**config.mk**
```make
export PLATFORM = sky130hd
export DESIGN_NAME = simd_satadd
export DESIGN_NICKNAME = d
export VERILOG_FILES = /design/src/rtl/simd_pkg.sv /design/src/rtl/simd_mode_ctrl.sv /design/src/rtl/simd_lane_adder.sv /design/src/rtl/simd_sat_clamp.sv /design/src/rtl/simd_satadd.sv
export SDC_FILE = /design/constraint.sdc
export NUM_CORES = 1
export LEC_CHECK = 0
export CORE_AREA = 3 3 150 188
export CTS_BUF_LIST = sky130_fd_sc_hd__clkbuf_8 sky130_fd_sc_hd__clkbuf_16
export CTS_CLUSTER_DIAMETER = 100
export DETAILED_ROUTE_END_ITERATION = 10
export DIE_AREA = 0 0 153 191
export PLACE_DENSITY = 0.51
export SLEW_MARGIN = 20
export SYNTH_ARGS = -nofsm -noshare
export SYNTH_HDL_FRONTEND = slang
export SYNTH_SLANG_ARGS = --single-unit
```
**constraint.sdc**
```tcl
create_clock -name clk -period 43.2 [get_ports clk]
set_input_delay 6.48 -clock clk [delete_from_list [all_inputs] [get_ports clk]]
set_output_delay 6.48 -clock clk [all_outputs]
set_load 0.03 [all_outputs]
```
**src/rtl/simd_pkg.sv**
```systemverilog
// Shared encodings for the packed add/subtract unit.
// Assumes lanes are whole multiples of an 8-bit segment.
package simd_pkg;
    localparam int SEG_W = 8;

    typedef enum logic [1:0] {
        LANE_B8  = 2'd0,
        LANE_B16 = 2'd1,
        LANE_B32 = 2'd2,
        LANE_B64 = 2'd3
    } lane_e;

    typedef enum logic [1:0] {
        AM_WRAP  = 2'd0,
        AM_SSAT  = 2'd1,
        AM_USAT  = 2'd2,
        AM_WRAP3 = 2'd3
    } amode_e;
endpackage

```
**src/rtl/simd_mode_ctrl.sv**
```systemverilog
// Decodes the lane size into a segment mask and decides whether saturation
// is allowed. Assumes saturation is legal only for lane sizes below
// SAT_LIMIT (byte and word). An illegal request falls back to wraparound.
module simd_mode_ctrl #(
    parameter int NSEG      = 8,
    parameter int SAT_LIMIT = 2,
    localparam int SIDX_W   = $clog2(NSEG)
) (
    input  logic [1:0]        lane_sel,
    input  logic [1:0]        arith_mode,
    output logic [SIDX_W-1:0] lane_mask,
    output logic              sat_signed,
    output logic              sat_unsigned,
    output logic              illegal
);
    import simd_pkg::*;

    logic sat_req;
    logic sat_ok;

    // Low bits of a segment index that lie inside one lane.
    always_comb begin
        lane_mask = '0;
        for (int k = 0; k < SIDX_W; k++) begin
            if (k < int'(lane_sel)) lane_mask[k] = 1'b1;
        end
    end

    // Saturation request, legality check and the clamp mode that takes effect.
    always_comb begin
        sat_req      = (arith_mode == AM_SSAT) || (arith_mode == AM_USAT);
        sat_ok       = int'(lane_sel) < SAT_LIMIT;
        illegal      = sat_req && !sat_ok;
        sat_signed   = sat_ok && (arith_mode == AM_SSAT);
        sat_unsigned = sat_ok && (arith_mode == AM_USAT);
    end
endmodule

```
**src/rtl/simd_lane_adder.sv**
```systemverilog
// Segmented adder. Each 8-bit segment takes its carry-in from the segment
// below, except at a lane start, where the carry-in is the subtract bit.
// Subtraction is A + ~B + 1 per lane. Reports per-segment carry outs and
// the effective B sign bits for the clamp stage.
module simd_lane_adder #(
    parameter int DATA_W   = 64,
    localparam int NSEG    = DATA_W / simd_pkg::SEG_W,
    localparam int SIDX_W  = $clog2(NSEG)
) (
    input  logic [DATA_W-1:0] a,
    input  logic [DATA_W-1:0] b,
    input  logic              sub,
    input  logic [SIDX_W-1:0] lane_mask,
    output logic [DATA_W-1:0] sum,
    output logic [NSEG-1:0]   seg_cout,
    output logic [NSEG-1:0]   a_msb,
    output logic [NSEG-1:0]   b_msb
);
    localparam int SW = simd_pkg::SEG_W;

    logic [DATA_W-1:0] b_eff;
    logic [NSEG-1:0]   seg_cin;

    // Invert B for subtraction.
    always_comb b_eff = sub ? ~b : b;

    for (genvar s = 0; s < NSEG; s++) begin : g_seg
        localparam logic [SIDX_W-1:0] SEG_IDX = SIDX_W'(s);
        logic lane_start;
        logic [SW:0] seg_sum;

        // A segment starts a lane when its index is aligned to the lane size.
        always_comb lane_start = (SEG_IDX & lane_mask) == '0;

        if (s == 0) begin : g_first
            // The lowest segment always starts a lane.
            always_comb seg_cin[s] = sub;
        end else begin : g_rest
            // Carry chain breaks at lane boundaries.
            always_comb seg_cin[s] = lane_start ? sub : seg_cout[s-1];
        end

        // One 8-bit slice of the chain.
        always_comb begin
            seg_sum = {1'b0, a[s*SW +: SW]} + {1'b0, b_eff[s*SW +: SW]}
                    + {{SW{1'b0}}, seg_cin[s]};
        end

        assign sum[s*SW +: SW] = seg_sum[SW-1:0];
        assign seg_cout[s]     = seg_sum[SW];
        assign a_msb[s]        = a[s*SW + SW - 1];
        assign b_msb[s]        = b_eff[s*SW + SW - 1];
    end
endmodule

```
**src/rtl/simd_sat_clamp.sv**
```systemverilog
// Per-lane overflow detection and clamping. Each segment looks up the flags
// of its lane's top segment and, if the lane overflowed, is replaced by its
// share of the clamp value. Assumes saturation is only enabled for lanes
// that the mode control declared legal.
module simd_sat_clamp #(
    parameter int DATA_W   = 64,
    localparam int NSEG    = DATA_W / simd_pkg::SEG_W,
    localparam int SIDX_W  = $clog2(NSEG)
) (
    input  logic [DATA_W-1:0] sum,
    input  logic [NSEG-1:0]   seg_cout,
    input  logic [NSEG-1:0]   a_msb,
    input  logic [NSEG-1:0]   b_msb,
    input  logic              sub,
    input  logic [SIDX_W-1:0] lane_mask,
    input  logic              sat_signed,
    input  logic              sat_unsigned,
    output logic [DATA_W-1:0] res
);
    localparam int SW = simd_pkg::SEG_W;

    logic [NSEG-1:0] s_ovf;
    logic [NSEG-1:0] u_ovf;

    // Overflow flags, valid at whichever segment is a lane's top.
    always_comb begin
        for (int s = 0; s < NSEG; s++) begin
            s_ovf[s] = (a_msb[s] == b_msb[s]) && (sum[s*SW + SW - 1] != a_msb[s]);
            u_ovf[s] = sub ? ~seg_cout[s] : seg_cout[s];
        end
    end

    for (genvar s = 0; s < NSEG; s++) begin : g_seg
        localparam logic [SIDX_W-1:0] SEG_IDX = SIDX_W'(s);
        logic [SIDX_W-1:0] top;
        logic              force_sat;
        logic              positive;
        logic [SW-1:0]     fill;

        // Locate the lane top and decide whether this segment is clamped.
        always_comb begin
            top       = SEG_IDX | lane_mask;
            positive  = ~a_msb[top];
            force_sat = sat_signed ? s_ovf[top] : (sat_unsigned && u_ovf[top]);
        end

        // Clamp pattern for this segment's position within the lane.
        always_comb begin
            if (sat_signed) begin
                if (SEG_IDX == top) fill = positive ? {1'b0, {(SW-1){1'b1}}} : {1'b1, {(SW-1){1'b0}}};
                else                fill = positive ? {SW{1'b1}} : {SW{1'b0}};
            end else begin
                fill = sub ? {SW{1'b0}} : {SW{1'b1}};
            end
        end

        assign res[s*SW +: SW] = force_sat ? fill : sum[s*SW +: SW];
    end
endmodule

```
**src/rtl/simd_satadd.sv**
```systemverilog
// Top of the packed add/subtract unit. Combines mode decode, the segmented
// adder and the clamp stage, then registers result, valid and flag.
// Assumes a synchronous active-low reset and one operation per clock.
module simd_satadd #(
    parameter int DATA_W    = 64,
    parameter int SAT_LIMIT = 2,
    localparam int NSEG     = DATA_W / simd_pkg::SEG_W,
    localparam int SIDX_W   = $clog2(NSEG)
) (
    input  logic              clk,
    input  logic              rst_n,
    input  logic              in_valid,
    input  logic [DATA_W-1:0] opa,
    input  logic [DATA_W-1:0] opb,
    input  logic [1:0]        lane_sel,
    input  logic [1:0]        arith_mode,
    input  logic              sub_en,
    output logic              out_valid,
    output logic [DATA_W-1:0] result,
    output logic              illegal_mode
);
    logic [SIDX_W-1:0] lane_mask;
    logic              sat_signed;
    logic              sat_unsigned;
    logic              illegal;
    logic [DATA_W-1:0] sum;
    logic [NSEG-1:0]   seg_cout;
    logic [NSEG-1:0]   a_msb;
    logic [NSEG-1:0]   b_msb;
    logic [DATA_W-1:0] nxt_result;

    simd_mode_ctrl #(.NSEG(NSEG), .SAT_LIMIT(SAT_LIMIT)) u_mode (
        .lane_sel    (lane_sel),
        .arith_mode  (arith_mode),
        .lane_mask   (lane_mask),
        .sat_signed  (sat_signed),
        .sat_unsigned(sat_unsigned),
        .illegal     (illegal)
    );

    simd_lane_adder #(.DATA_W(DATA_W)) u_add (
        .a        (opa),
        .b        (opb),
        .sub      (sub_en),
        .lane_mask(lane_mask),
        .sum      (sum),
        .seg_cout (seg_cout),
        .a_msb    (a_msb),
        .b_msb    (b_msb)
    );

    simd_sat_clamp #(.DATA_W(DATA_W)) u_clamp (
        .sum         (sum),
        .seg_cout    (seg_cout),
        .a_msb       (a_msb),
        .b_msb       (b_msb),
        .sub         (sub_en),
        .lane_mask   (lane_mask),
        .sat_signed  (sat_signed),
        .sat_unsigned(sat_unsigned),
        .res         (nxt_result)
    );

    // Valid strobe and mode flag, one cycle behind the request.
    always_ff @(posedge clk) begin
        if (!rst_n) begin
            out_valid    <= 1'b0;
            illegal_mode <= 1'b0;
        end else begin
            out_valid    <= in_valid;
            illegal_mode <= in_valid && illegal;
        end
    end

    // Result register, loaded only on a valid request.
    always_ff @(posedge clk) begin
        if (!rst_n)        result <= '0;
        else if (in_valid) result <= nxt_result;
    end

    // the valid strobe follows the request by one clock.
    p_valid_latency_r2: assert property (@(posedge clk) disable iff (!rst_n)
        $past(rst_n) |-> out_valid == $past(in_valid));

    // the flag is only raised with a valid result.
    p_flag_needs_valid_r10: assert property (@(posedge clk) disable iff (!rst_n)
        illegal_mode |-> out_valid);

    // the result is frozen across idle cycles.
    p_hold_when_idle_r10: assert property (@(posedge clk) disable iff (!rst_n)
        ($past(rst_n) && !$past(in_valid)) |-> $stable(result));

    // a saturating request on a wide lane is flagged.
    p_wide_sat_flag_r8: assert property (@(posedge clk) disable iff (!rst_n)
        (out_valid && $past(lane_sel[1]) && ($past(arith_mode) == 2'd1 || $past(arith_mode) == 2'd2))
        |-> illegal_mode);

    // a single 64-bit lane adds with plain wraparound.
    p_qword_wrap_r3: assert property (@(posedge clk) disable iff (!rst_n)
        (out_valid && $past(lane_sel) == 2'd3 && !$past(sub_en))
        |-> result == $past(opa) + $past(opb));

    // an unsigned saturating byte add never shrinks lane 0.
    p_usat_add_floor_r5: assert property (@(posedge clk) disable iff (!rst_n)
        (out_valid && $past(lane_sel) == 2'd0 && $past(arith_mode) == 2'd2 && !$past(sub_en))
        |-> result[7:0] >= $past(opa[7:0]));

    // an unsigned saturating byte subtract never grows lane 0.
    p_usat_sub_ceiling_r6: assert property (@(posedge clk) disable iff (!rst_n)
        (out_valid && $past(lane_sel) == 2'd0 && $past(arith_mode) == 2'd2 && $past(sub_en))
        |-> result[7:0] <= $past(opa[7:0]));

    // the sum of two non-negative signed bytes stays non-negative.
    p_ssat_sign_r7: assert property (@(posedge clk) disable iff (!rst_n)
        (out_valid && $past(lane_sel) == 2'd0 && $past(arith_mode) == 2'd1 && !$past(sub_en)
         && !$past(opa[7]) && !$past(opb[7]))
        |-> !result[7]);
endmodule

```
Word-level counts from Yosys, hierarchy flattened
Cells that the tools add are included.

Bits in registers: 66. Bits in latches: 0. RAM bits: 0. Bits in read-only memories: 0. Bits of input ports: 136. Output and inout port bits: 66. Logic and storage cells: 197. Memories kept: 0.

Add/sub/neg operators: 16. $mul: 0. Div/mod/pow operators: 0. $lt $le $gt $ge: 11. Equal/unequal tests: 18. Shifts and indexed selects: 0. Multiplexer cells: 108. Bitwise logic cells: 9. Reduce and logical (&&, ||, !) cells: 32.

Operators with widths (number): $mux 8 (39); $add 8x8->9 (8); $add 9x1->9 (8); $mux 64 (1); $not 64->64 (1); $mux 1 (56); $lt 3x4->1 const B (7); $logic_not 3->1 (7); $logic_and 1x1->1 (20); $bmux 1 s2 (9); $bmux 1 s3 (3); $eq 1x1->1 (8); $ne 1x1->1 (8); $not 1->1 (8); $logic_not 2->1 (3); $lt 1x2->1 const A (2); $eq 2x1->1 const B (1); $eq 2x2->1 const B (1); $lt 2x2->1 const A (1); $lt 2x2->1 const B (1); $logic_not 1->1 (1); $logic_or 1x1->1 (1).

Longest topological paths before layout
Gate-level depths: netlist (run 1).

Depth after elaboration: 25. Mapped depth: 69. Depth with buffers taken out: 65.

Hierarchy
A second synthesis (run 1) with hierarchy kept.

Cell total of the unflattened synthesis: 854. Area, all modules: 7497.2 sq um.

By module, submodules not included: simd_lane_adder (times used 1, cells each 422, area each 3309.4 sq um, seq. area each 0.0 sq um); simd_satadd (times used 1, cells each 211, area each 2524.9 sq um, seq. area each 1321.3 sq um); simd_sat_clamp (times used 1, cells each 211, area each 1591.5 sq um, seq. area each 0.0 sq um); simd_mode_ctrl (times used 1, cells each 10, area each 71.3 sq um, seq. area each 0.0 sq um).

Least setup slack after synthesis (run 1)
OpenSTA, ideal clock, no wires.

Path kind: input port to flip-flop. From: in sub_en. To: reg result[48]. Setup time: 122 ps. Arrival time: 19333 ps. Required time: 43078 ps. Setup slack: 23745 ps. Stages: 68. Path buffers: 4. Path through: buf_1 clkbuf_1 clkbuf_1 xor2_1 inv_1 fa_1 nor2b_1 o21a_1 a31o_1 o41ai_1 nand2_1 nand2_1 fa_1 fa_1 nor2b_1 o2111ai_1 nand3_1 o21ai_0 (+32 left out) o21ai_0 fa_1 fa_1 nor2b_1 o2111ai_1 a31oi_1 o21a_1 fa_1 a21oi_1 o211ai_1 o41ai_1 xor2_1 or3_1 a21oi_1 a21oi_1 buf_2 nor4b_1 a311o_1.

Longest elaborated chain between the ends: 24. Elaborated cells between the ends (all ways): 43. Classes of those cells: add/sub (16); eq/ne (4); mux (18); bitwise (2); reduce/logical (3).

RTL lines: start, declared (RTL line simd_satadd.sv:17) `input logic sub_en,`; $mux 64 (RTL line simd_lane_adder.sv:25) `always_comb b_eff = sub ? ~b : b;`; $add 8x8->9 (RTL line simd_lane_adder.sv:45) `seg_sum = {1'b0, a[s*SW +: SW]} + {1'b0, b_eff[s*SW +: SW]}`; $add 9x1->9 (RTL line simd_lane_adder.sv:46) `+ {{SW{1'b0}}, seg_cin[s]};`; $mux 1 (RTL line simd_lane_adder.sv:40) `always_comb seg_cin[s] = lane_start ? sub : seg_cout[s-1];`; $add 9x1->9 (RTL line simd_lane_adder.sv:46); $mux 1 (RTL line simd_lane_adder.sv:40); $add 9x1->9 (RTL line simd_lane_adder.sv:46); $mux 1 (RTL line simd_lane_adder.sv:40); (+7 left out); $mux 1 (RTL line simd_lane_adder.sv:40); $add 9x1->9 (RTL line simd_lane_adder.sv:46); $not 1->1 (RTL line simd_sat_clamp.sv:29) `u_ovf[s] = sub ? ~seg_cout[s] : seg_cout[s];`; $mux 1 (RTL line simd_sat_clamp.sv:29); $mux 1 (implied by the code) (2 in series) (RTL line simd_sat_clamp.sv:44) `force_sat = sat_signed ? s_ovf[top] : (sat_unsigned && u_ovf[top]);`; $logic_and 1x1->1 (RTL line simd_sat_clamp.sv:44); $mux 1 (RTL line simd_sat_clamp.sv:44); $mux 8 (*) (RTL line simd_sat_clamp.sv:57) `assign res[s*SW +: SW] = force_sat ? fill : sum[s*SW +: SW];`; end signal, assigned (RTL line simd_satadd.sv:78) `else if (in_valid) result <= nxt_result;`; end, declared (RTL line simd_satadd.sv:19) `output logic [DATA_W-1:0] result,`.

Every way passes the cells marked *; elsewhere a longest branch is shown, timed or not. The select of a mux whose other input is x is not followed. A chain may end at the register's enable or synchronous reset.

Final worst setup path (run 1)
Ends and elaborated chain as after synthesis.

==> results of run 1 <==
[final cells by class]
cell class                 count  area share
sequential                    66       0.143
clock inverter                 6     0.00978
multi-input combinational    653       0.535
tap                          345      0.0468
inverter                      38      0.0155
clock buffer                  10      0.0259
timing repair buffer         208       0.223
[how the worst max path moves through the flow]
stage | slack (ps) | to | from
global route | 21190 | result[48] | sub_en
finish | 22470 | result[48] | sub_en
CTS | 22320 | result[48] | sub_en
floorplan | 23750 | result[48] | sub_en
global placement | 22380 | result[49] | sub_en
detailed placement | 22020 | result[48] | sub_en
[state kept, by name (all words and copies together) (netlist names)]
| name | flops |
|---|---|
| out_valid | 1 |
| illegal_mode | 1 |
| result | 64 |
[worst min-delay path: cells and delay by family (launching register included)]
| kind | cells | cell delay (ps) |
|---|---|---|
| compound gates | 1 | 40 |
| flops | 1 | 310 |
| simple gates | 1 | 80 |
[placed cells by master (no fill, tap or decap), types with 4 or more instances in the layout]
master / synthesis / layout
clkdlybuf4s50_1: 0 / 199
xor2_1: 82 / 82
nor2_1: 75 / 75
dfxtp_1: 66 / 66
ha_1: 65 / 65
o21ai_0: 61 / 61
a21oi_1: 39 / 39
nand2_1: 39 / 39
inv_1: 38 / 38
xnor2_1: 33 / 33
nor3_1: 25 / 25
a311oi_1: 22 / 22
nand2b_1: 19 / 19
fa_1: 15 / 15
nor2b_1: 14 / 14
o21a_1: 13 / 13
nand3_1: 10 / 10
a211oi_1: 10 / 10
a31oi_1: 10 / 10
o22ai_1: 10 / 10
clkbuf_16: 0 / 9
buf_4: 1 / 9
a21o_1: 7 / 7
mux2i_1: 6 / 6
o2111ai_1: 5 / 5
o21ai_1: 5 / 5
or3_1: 4 / 4
nand3b_1: 4 / 4
o41ai_1: 4 / 4
a221o_1: 4 / 4
[where the power goes]
| group | internal, mW | switching [mW] |
|---|---|---|
| combinational | 0.0660 | 0.0773 |
| sequential | 0.0691 | 0.00479 |
| clock | 0.0522 | 0.0311 |
[stage by stage]
| step | instances | setup slack [ps] | hold slack, ps | util |
|---|---|---|---|---|
| after global routing | 1326 | 21190 | 506 | 0.345 |
| after floorplan | 794 | 23750 | 585 | - |
| after global placement | 1310 | 22380 | 468 | 0.332 |
| after CTS | 1326 | 22320 | 477 | 0.345 |
| after detailed placement | 1310 | 22020 | 469 | 0.332 |
| final | 1326 | 22470 | 474 | 0.345 |
[routing by layer]
metal / routed length, um / share of wire
met5: 0 / 0
met4: 433 / 0.019
met3: 773 / 0.034
met2: 11300 / 0.50
met1: 10100 / 0.45
[cells by family (layout without fill, tap and decap cells)]
group           Yosys count  count (layout)  share of synthesized area
compound gates          231             231                      0.249
simple gates            219             219                      0.164
xor+xnor                115             115                      0.153
fa+ha+maj                80              80                      0.169
buf+inv                  75             262                     0.0522
flops                    66              66                      0.200
mux                       8               8                     0.0125
==> impl_metrics.yaml, run 1 <==
status:
  run_status: "complete, no violations"
cts:
  htreeDepth: 3
  clkSlewWorstSetupHoldPaths_ps: 60
  post_cts_buffers: 0
  cts_buffers: 9
  clock-root-buffer: "clkbuf_16"
  clk_latency_ps: 340
  cts.repair.resized: 0
  clockBufferDepth: 2
  clock_sinks: 66
  ctsHoldBuffers: 0
  cts_tree: "yes"
floorplan:
  placement_rows: 67
  die_w_um: 153
  die_y_um: 191
  ioPinCount: 202
  core-area_mm2: 0.0267
  initial_core_util: 0.247
  die_area_mm2: 0.0292
route:
  viasPerCell: 4.77
  firstDrtPassIters: 4
  route.detailed.drc: 0
  drt-wirelength-per-cell_um: 17.0
  via_count: 6321
  drt-total-wl_mm: 22.6
  ant_nets: 0
  drtIter0Drc: 214
final_layout:
  design_area_mm2: 0.00922
  nFillCells: 2757
  nets: 1192
  area_growth_syn_to_layout_pct: 39.7
  drive_gt1_frac: 0.0591
  antenna_cells: 0
  multiInputGateArea_mm2: 0.00493
  register_area_mm2: 0.00132
power:
  ir_drop_uv: 14.0
  leakagePower_nw: 3.67
  fin_total_pwr_mw: 0.300
  p_per_area_mw_per_mm2: 32.6
worst_setup_path:
  critPathKind: "primary input to flop"
  r2r-start: "result[51]"
  rrSetupSlack_ps: 42420
  worstPathRequired_ps: 43430
  crit_path_top_delay_cell: "a21oi_1"
  cp-end-kind: "flop"
  critPathTopFamily: "adder cells"
  cp.arrival_ps: 20960
  startpoint_type: "primary input"
  worstReg2RegEnd: "result[51]"
  crit_top_cell: "fa_1"
  max_stage_delay_ps: 600
  cp_num_cells: 67
  critPathBufInv: 3
  reg2regPathDepth: 2
  crit_fanout: 28
timing:
  worst_pin_slew_ps: 877
  rsz0062_at_grt: "false"
  final-max-slew-violation-count: 0
  setup_viol: 0
  post-route-period-util: 0.480
  slew_headroom: 0.408
  min_period_ps: 20730
  skew_ps: 0
  tns_ps: 0
  hold_viol: 0
  max_freq_ghz: 0.0482
synthesis:
  yosysMostFrequentCell: "xor2_1"
  ys_types: 78
  yosysWarnings: 0
  synth_seq_cells: 66
  syn_nets: 1010
  synth_top_cell_area_share: 0.200
  syn_avg_cell_area_um2: 8.31
  synth_area_leaders: "dfxtp_1 20%, ha_1 12%, xor2_1 11%"
  synth_area_leader_cell: "dfxtp_1"
  ys.flop_type: "dfxtp_1"
  syn_area_mm2: 0.00660
  syn-instance-count: 794
  synth_edf_count: 0
  synth.top_cells.by_count: "82 x xor2_1, 75 x nor2_1, 66 x dfxtp_1, 65 x ha_1, 61 x o21ai_0"
  synth-async-reset-ratio: 0
  ys_seq_area_frac: 0.200
global_route:
  antenna_found_initial: 0
  grt_busiest_layer: "met2"
  gr-total-overflow: 0
  grt_pass1_vias: 6412
  grt_max_degree: 54
  gr-usage-all-layers: 0.151
  use_met3: 0.0245
  grtUsageMet2: 0.273
  grt_pass1_wl_mm: 35.0
  grtUsageMet1: 0.186
placement:
  place_congestion: 0.792
  hpwl_mm: 18.0
  dpl_cell_area_mm2: 0.00889
  port_buffers: 201
worst_hold_path:
  holdPathStages: 2
  hold_class: "flop to flop"
  whs_endpoint: "result[16]"
  hold_path.startpoint: "result[16]"
flow_run:
  cap_viol_max_count: 0
Power figures use the tool's default switching activity.
==> run 2: changes to the inputs <==
==> constraint.sdc (replaced) <==
create_clock -name clk -period 19.6 [get_ports clk]
set_input_delay 2.94 -clock clk [delete_from_list [all_inputs] [get_ports clk]]
set_output_delay 2.94 -clock clk [all_outputs]
set_load 0.03 [all_outputs]
==> run 2 against run 1 <==
Compared with the run above:
- utilization down 0.10 points
- combinational power increased by 120%
- via count rose by 0.57%
==> impl_metrics.yaml, run 2 (same netlist as run 1, synthesis figures left out) <==
cts:
  clkSlewWorstSetupHoldPaths_ps: 60
  cts.repair.resized: 0
  cts_buffers: 9
  clock_sinks: 66
  clk_latency_ps: 350
  post_cts_buffers: 0
  htreeDepth: 3
  ctsHoldBuffers: 0
  clock-root-buffer: "clkbuf_16"
  clockBufferDepth: 2
  cts_tree: "yes"
route:
  drtIter0Drc: 230
  wl_met3_um: 748
  viasPerCell: 4.79
  firstDrtPassIters: 5
  ant_nets: 0
  route.detailed.drc: 0
  m1WireLength_mm: 9.84
  drt-total-wl_mm: 22.4
  top_layer: "met4"
  via_count: 6357
  drt-wirelength-per-cell_um: 16.9
  dr_wl_met2_mm: 11.4
floorplan:
  initial_core_util: 0.247
  die_y_um: 191
  core-area_mm2: 0.0267
  placement_rows: 67
  ioPinCount: 202
  die_w_um: 153
  die_area_mm2: 0.0292
final_layout:
  register_area_mm2: 0.00132
  drive_gt1_frac: 0.0591
  largest_register: "result"
  design_area_mm2: 0.00919
  antenna_cells: 0
  layout_commonest_cell: "clkdlybuf4s50_1"
  multiInputGateArea_mm2: 0.00493
  layoutNonFillerInstCount: 1326
  area_growth_syn_to_layout_pct: 39.3
  nets: 1192
  finish.utilization: 0.344
  largestRegisters: "result (64), illegal_mode (1), out_valid (1)"
  largest_reg_flops: 64
  nFillCells: 2816
  layout_common_cells: "199 x clkdlybuf4s50_1, 82 x xor2_1, 75 x nor2_1"
power:
  seqPwrFrac: 0.251
  p_clk_frac: 0.263
  p_switching_mw: 0.252
  leakagePower_nw: 3.65
  switching_share: 0.388
  combPwrFrac: 0.485
  fin_total_pwr_mw: 0.649
  p_int_mw: 0.397
  ir_drop_uv: 29.5
  p_per_area_mw_per_mm2: 70.6
worst_setup_path:
  reg2regPathDepth: 2
  r2r-start: "result[22]"
  cp.arrival_ps: 17290
  startpoint_type: "primary input"
  critPathBufInv: 2
  critPathTopFamily: "adder cells"
  worstReg2RegEnd: "result[22]"
  max_stage_delay_ps: 600
  worstPathRequired_ps: 19840
  crit_path_top_delay_cell: "a21oi_1"
  rrSetupSlack_ps: 18840
  crit_top_cell: "fa_1"
  cp-end-kind: "flop"
  critPathKind: "primary input to flop"
  crit_fanout: 11
timing:
  min_period_ps: 17050
  max_freq_ghz: 0.0587
  rsz0062_at_grt: "false"
  final-max-slew-violation-count: 0
  tns_ps: 0
  setup_viol: 0
  fin_ws_ps: 2550
  slew_headroom: 0.381
  hold_slack_ps: 479
  worst_pin_slew_ps: 916
  post-route-period-util: 0.870
  skew_ps: 0
  hold_viol: 0
worst_hold_path:
  hold_class: "flop to flop"
  holdPathStages: 2
  whs_endpoint: "result[5]"
  hold_path.startpoint: "result[5]"
global_route:
  grt_max_degree: 54
  gr-usage-all-layers: 0.152
  grt_pass1_wl_mm: 35.4
  grt_pass1_vias: 6493
  antenna_found_initial: 0
  gr-total-overflow: 0
flow_run:
  cap_viol_max_count: 0
placement:
  dp_cells: 1310
  dp_slack_ps: 2120
  port_buffers: 201
  dpl_cell_area_mm2: 0.00889
  hpwl_mm: 17.8
  place_congestion: 0.794
status:
  run_status: "complete, no violations"
run 2: changes by cell type in the layout (fill, tap and decap cells not counted):
cell and delta:
clkinv_4 -1, bufinv_16 -1, clkinvlp_4 +1, inv_6 +2
clkbuf_8 -1
run 2: cell type report:
class,instances,area share
Clock buffer,9,0.0245
Clock inverter,7,0.00831
Inverter,38,0.0155
Multi-Input combinational cell,653,0.537
Sequential cell,66,0.144
Tap cell,345,0.0470
Timing Repair Buffer,208,0.224
run 2: worst min-delay path, delay by kind of cell, from the launching register on:
family	cells	cell delay, ps
flip-flops	1	310
AND/OR/NAND/NOR	2	130
run 2: how the worst max path moves through the flow:
stage	from	endpoint	slack, ps	cells after the start
floorplan	sub_en	result[48]	3690	68
CTS	opb[1]	result[48]	2440	66
global route	opb[1]	result[48]	1290	66
detailed placement	opb[1]	result[48]	2120	66
global placement	opb[1]	result[49]	2500	66
finish	opb[1]	result[48]	2550	66
run 2: per-layer routing:
layer	up-vias	global-route usage
li1	3232	-
met1	2961	0.186
met2	146	0.278
met3	18	0.0202
met4	0	0.0487
met5	-	0
run 2: power by group through the flow:
stage               sequential, mW  combinational [mW]  clock [mW]
floorplan                    0.199               0.173           0
global placement             0.166               0.317           0
detailed placement           0.166               0.317           0
CTS                          0.163               0.319       0.177
global route                 0.165               0.348       0.181
finish                       0.163               0.315       0.171
==> run 3: changes to the inputs <==
--- a/config.mk
+++ b/config.mk
@@ -5,11 +5,11 @@
 export SDC_FILE = /design/constraint.sdc
 export NUM_CORES = 1
 export LEC_CHECK = 0
-export CORE_AREA = 3 3 150 188
+export CORE_AREA = 2 2 149 187
 export CTS_BUF_LIST = sky130_fd_sc_hd__clkbuf_8 sky130_fd_sc_hd__clkbuf_16
 export CTS_CLUSTER_DIAMETER = 100
 export DETAILED_ROUTE_END_ITERATION = 10
-export DIE_AREA = 0 0 153 191
+export DIE_AREA = 0 0 151 189
 export PLACE_DENSITY = 0.51
 export SLEW_MARGIN = 20
 export SYNTH_ARGS = -nofsm -noshare
==> run 3 against run 2 <==
Compared with the run above:
- hold slack worse by 13 ps
- sequential power hardly changed
- critical path depth is 1 lower
- largest cell class unchanged
==> impl_metrics.yaml, run 3 (same netlist as run 1, synthesis figures left out) <==
final_layout:
  largest_reg_flops: 64
  largestRegisters: "result (64), illegal_mode (1), out_valid (1)"
  nFillCells: 2831
  antenna_cells: 0
  design_area_mm2: 0.00921
  drive_gt1_frac: 0.0582
  area_growth_syn_to_layout_pct: 39.6
  layout_common_cells: "199 x clkdlybuf4s50_1, 82 x xor2_1, 75 x nor2_1"
  layoutNonFillerInstCount: 1325
  largest_register: "result"
  layout_commonest_cell: "clkdlybuf4s50_1"
  nets: 1191
floorplan:
  die_w_um: 151
  core-area_mm2: 0.0267
  initial_core_util: 0.247
  die_y_um: 189
  die_area_mm2: 0.0285
  ioPinCount: 202
  placement_rows: 67
cts:
  htreeDepth: 3
  cts_tree: "yes"
  clock_sinks: 66
  cts_buffers: 9
  post_cts_buffers: 0
  clk_latency_ps: 330
  clkSlewWorstSetupHoldPaths_ps: 60
  clock-root-buffer: "clkbuf_16"
  clockBufferDepth: 2
  ctsHoldBuffers: 0
  cts.repair.resized: 0
global_route:
  grt_pass1_vias: 6415
  antenna_found_initial: 0
  grt_pass1_wl_mm: 34.4
  grt_max_degree: 56
  gr-usage-all-layers: 0.156
  gr-total-overflow: 0
worst_setup_path:
  crit_fanout: 32
  rrSetupSlack_ps: 18750
  reg2regPathDepth: 2
  cp-end-kind: "flop"
  max_stage_delay_ps: 590
  critPathKind: "primary input to flop"
  worstReg2RegEnd: "result[51]"
  crit_start: "sub_en"
  crit_path_top_delay_cell: "a21oi_1"
  startpoint_type: "primary input"
  endpoint: "result[48]"
  worstPathRequired_ps: 19830
  r2r-start: "result[51]"
  crit_top_cell: "fa_1"
  cp.arrival_ps: 17360
power:
  p_per_area_mw_per_mm2: 71.8
  p_switching_mw: 0.248
  combPwrFrac: 0.478
  switching_share: 0.375
  seqPwrFrac: 0.247
  p_int_mw: 0.413
  leakagePower_nw: 3.67
  p_clk_frac: 0.275
  fin_total_pwr_mw: 0.661
  ir_drop_uv: 29.3
timing:
  hold_viol: 0
  rsz0062_at_grt: "false"
  setup_viol: 0
  tns_ps: 0
  skew_ps: 0
  final-max-slew-violation-count: 0
  min_period_ps: 17130
  post-route-period-util: 0.874
  worst_pin_slew_ps: 931
  hold_slack_ps: 466
  max_freq_ghz: 0.0584
  slew_headroom: 0.371
placement:
  port_buffers: 201
  dpl_cell_area_mm2: 0.00888
  place_congestion: 0.802
  dp_cells: 1309
  hpwl_mm: 17.8
route:
  drt-total-wl_mm: 22.4
  drt-wirelength-per-cell_um: 16.9
  firstDrtPassIters: 4
  via_count: 6300
  viasPerCell: 4.75
  ant_nets: 0
  drtIter0Drc: 234
  route.detailed.drc: 0
worst_hold_path:
  hold_class: "flop to flop"
flow_run:
  cap_viol_max_count: 0
status:
  run_status: "complete, no violations"
==> run 3: changes by cell type in the layout (fill, tap and decap cells not counted) <==
| cell | before | now |
|---|---|---|
| inv_6 | 2 | 0 |
| buf_4 | 9 | 8 |
| clkinvlp_4 | 2 | 1 |
| bufinv_16 | 1 | 2 |
| clkinv_4 | 1 | 2 |
| clkbuf_8 | 0 | 1 |
==> run 3: through the flow <==
step                       util  setup slack (ps)
after global placement    0.333              2440
final                     0.345              2470
after detailed placement  0.333              1980
after CTS                 0.345              2340
after global routing      0.345              1150
after floorplan               -              3690
==> run 3: worst min-delay path by stage <==
stage | start | end | slack, ps | depth (start not counted)
after floorplan | result[58] | result[58] | 580 | 2
after global placement | result[58] | result[58] | 440 | 2
after detailed placement | result[8] | result[8] | 460 | 2
after CTS | result[8] | result[8] | 470 | 2
after global routing | result[56] | result[56] | 500 | 2
final | result[8] | result[8] | 470 | 2
==> run 3: critical path, delay by kind of cell <==
kind	cells	cell delay, ps
AND/OR/NAND/NOR	17	2200
adder cells (fa/ha/maj)	15	6060
buffers and inverters	1	440
multiplexers	1	250
XOR/XNOR	1	150
AO/OA/AOI/OAI	30	5240
==> run 3: cell type report <==
type | instances | area, um^2 | area share
inverter | 38 | 143 | 0.0155
tap | 345 | 432 | 0.0469
clock buffer | 10 | 239 | 0.0260
multi-input combinational | 653 | 4930 | 0.536
sequential | 66 | 1320 | 0.143
timing repair buffer | 207 | 2050 | 0.223
clock inverter | 6 | 90.1 | 0.00978
==> run 3: power groups by stage <==
stage          registers (mW)  clock network, mW  logic, mW
2_1_floorplan           0.199                  0      0.173
3_3_place_gp            0.166                  0      0.316
3_5_place_dp            0.166                  0      0.318
4_1_cts                 0.163              0.188      0.320
5_1_grt                 0.165              0.192      0.348
6_report                0.163              0.182      0.316
==> run 3: metal layers <==
layer / GRT usage / up-vias / wire (um)
li1: - / 3216 / -
met1: 0.187 / 2939 / 9570
met2: 0.285 / 132 / 11600
met3: 0.0214 / 13 / 937
met4: 0.0471 / 0 / 267
met5: 0 / - / 0
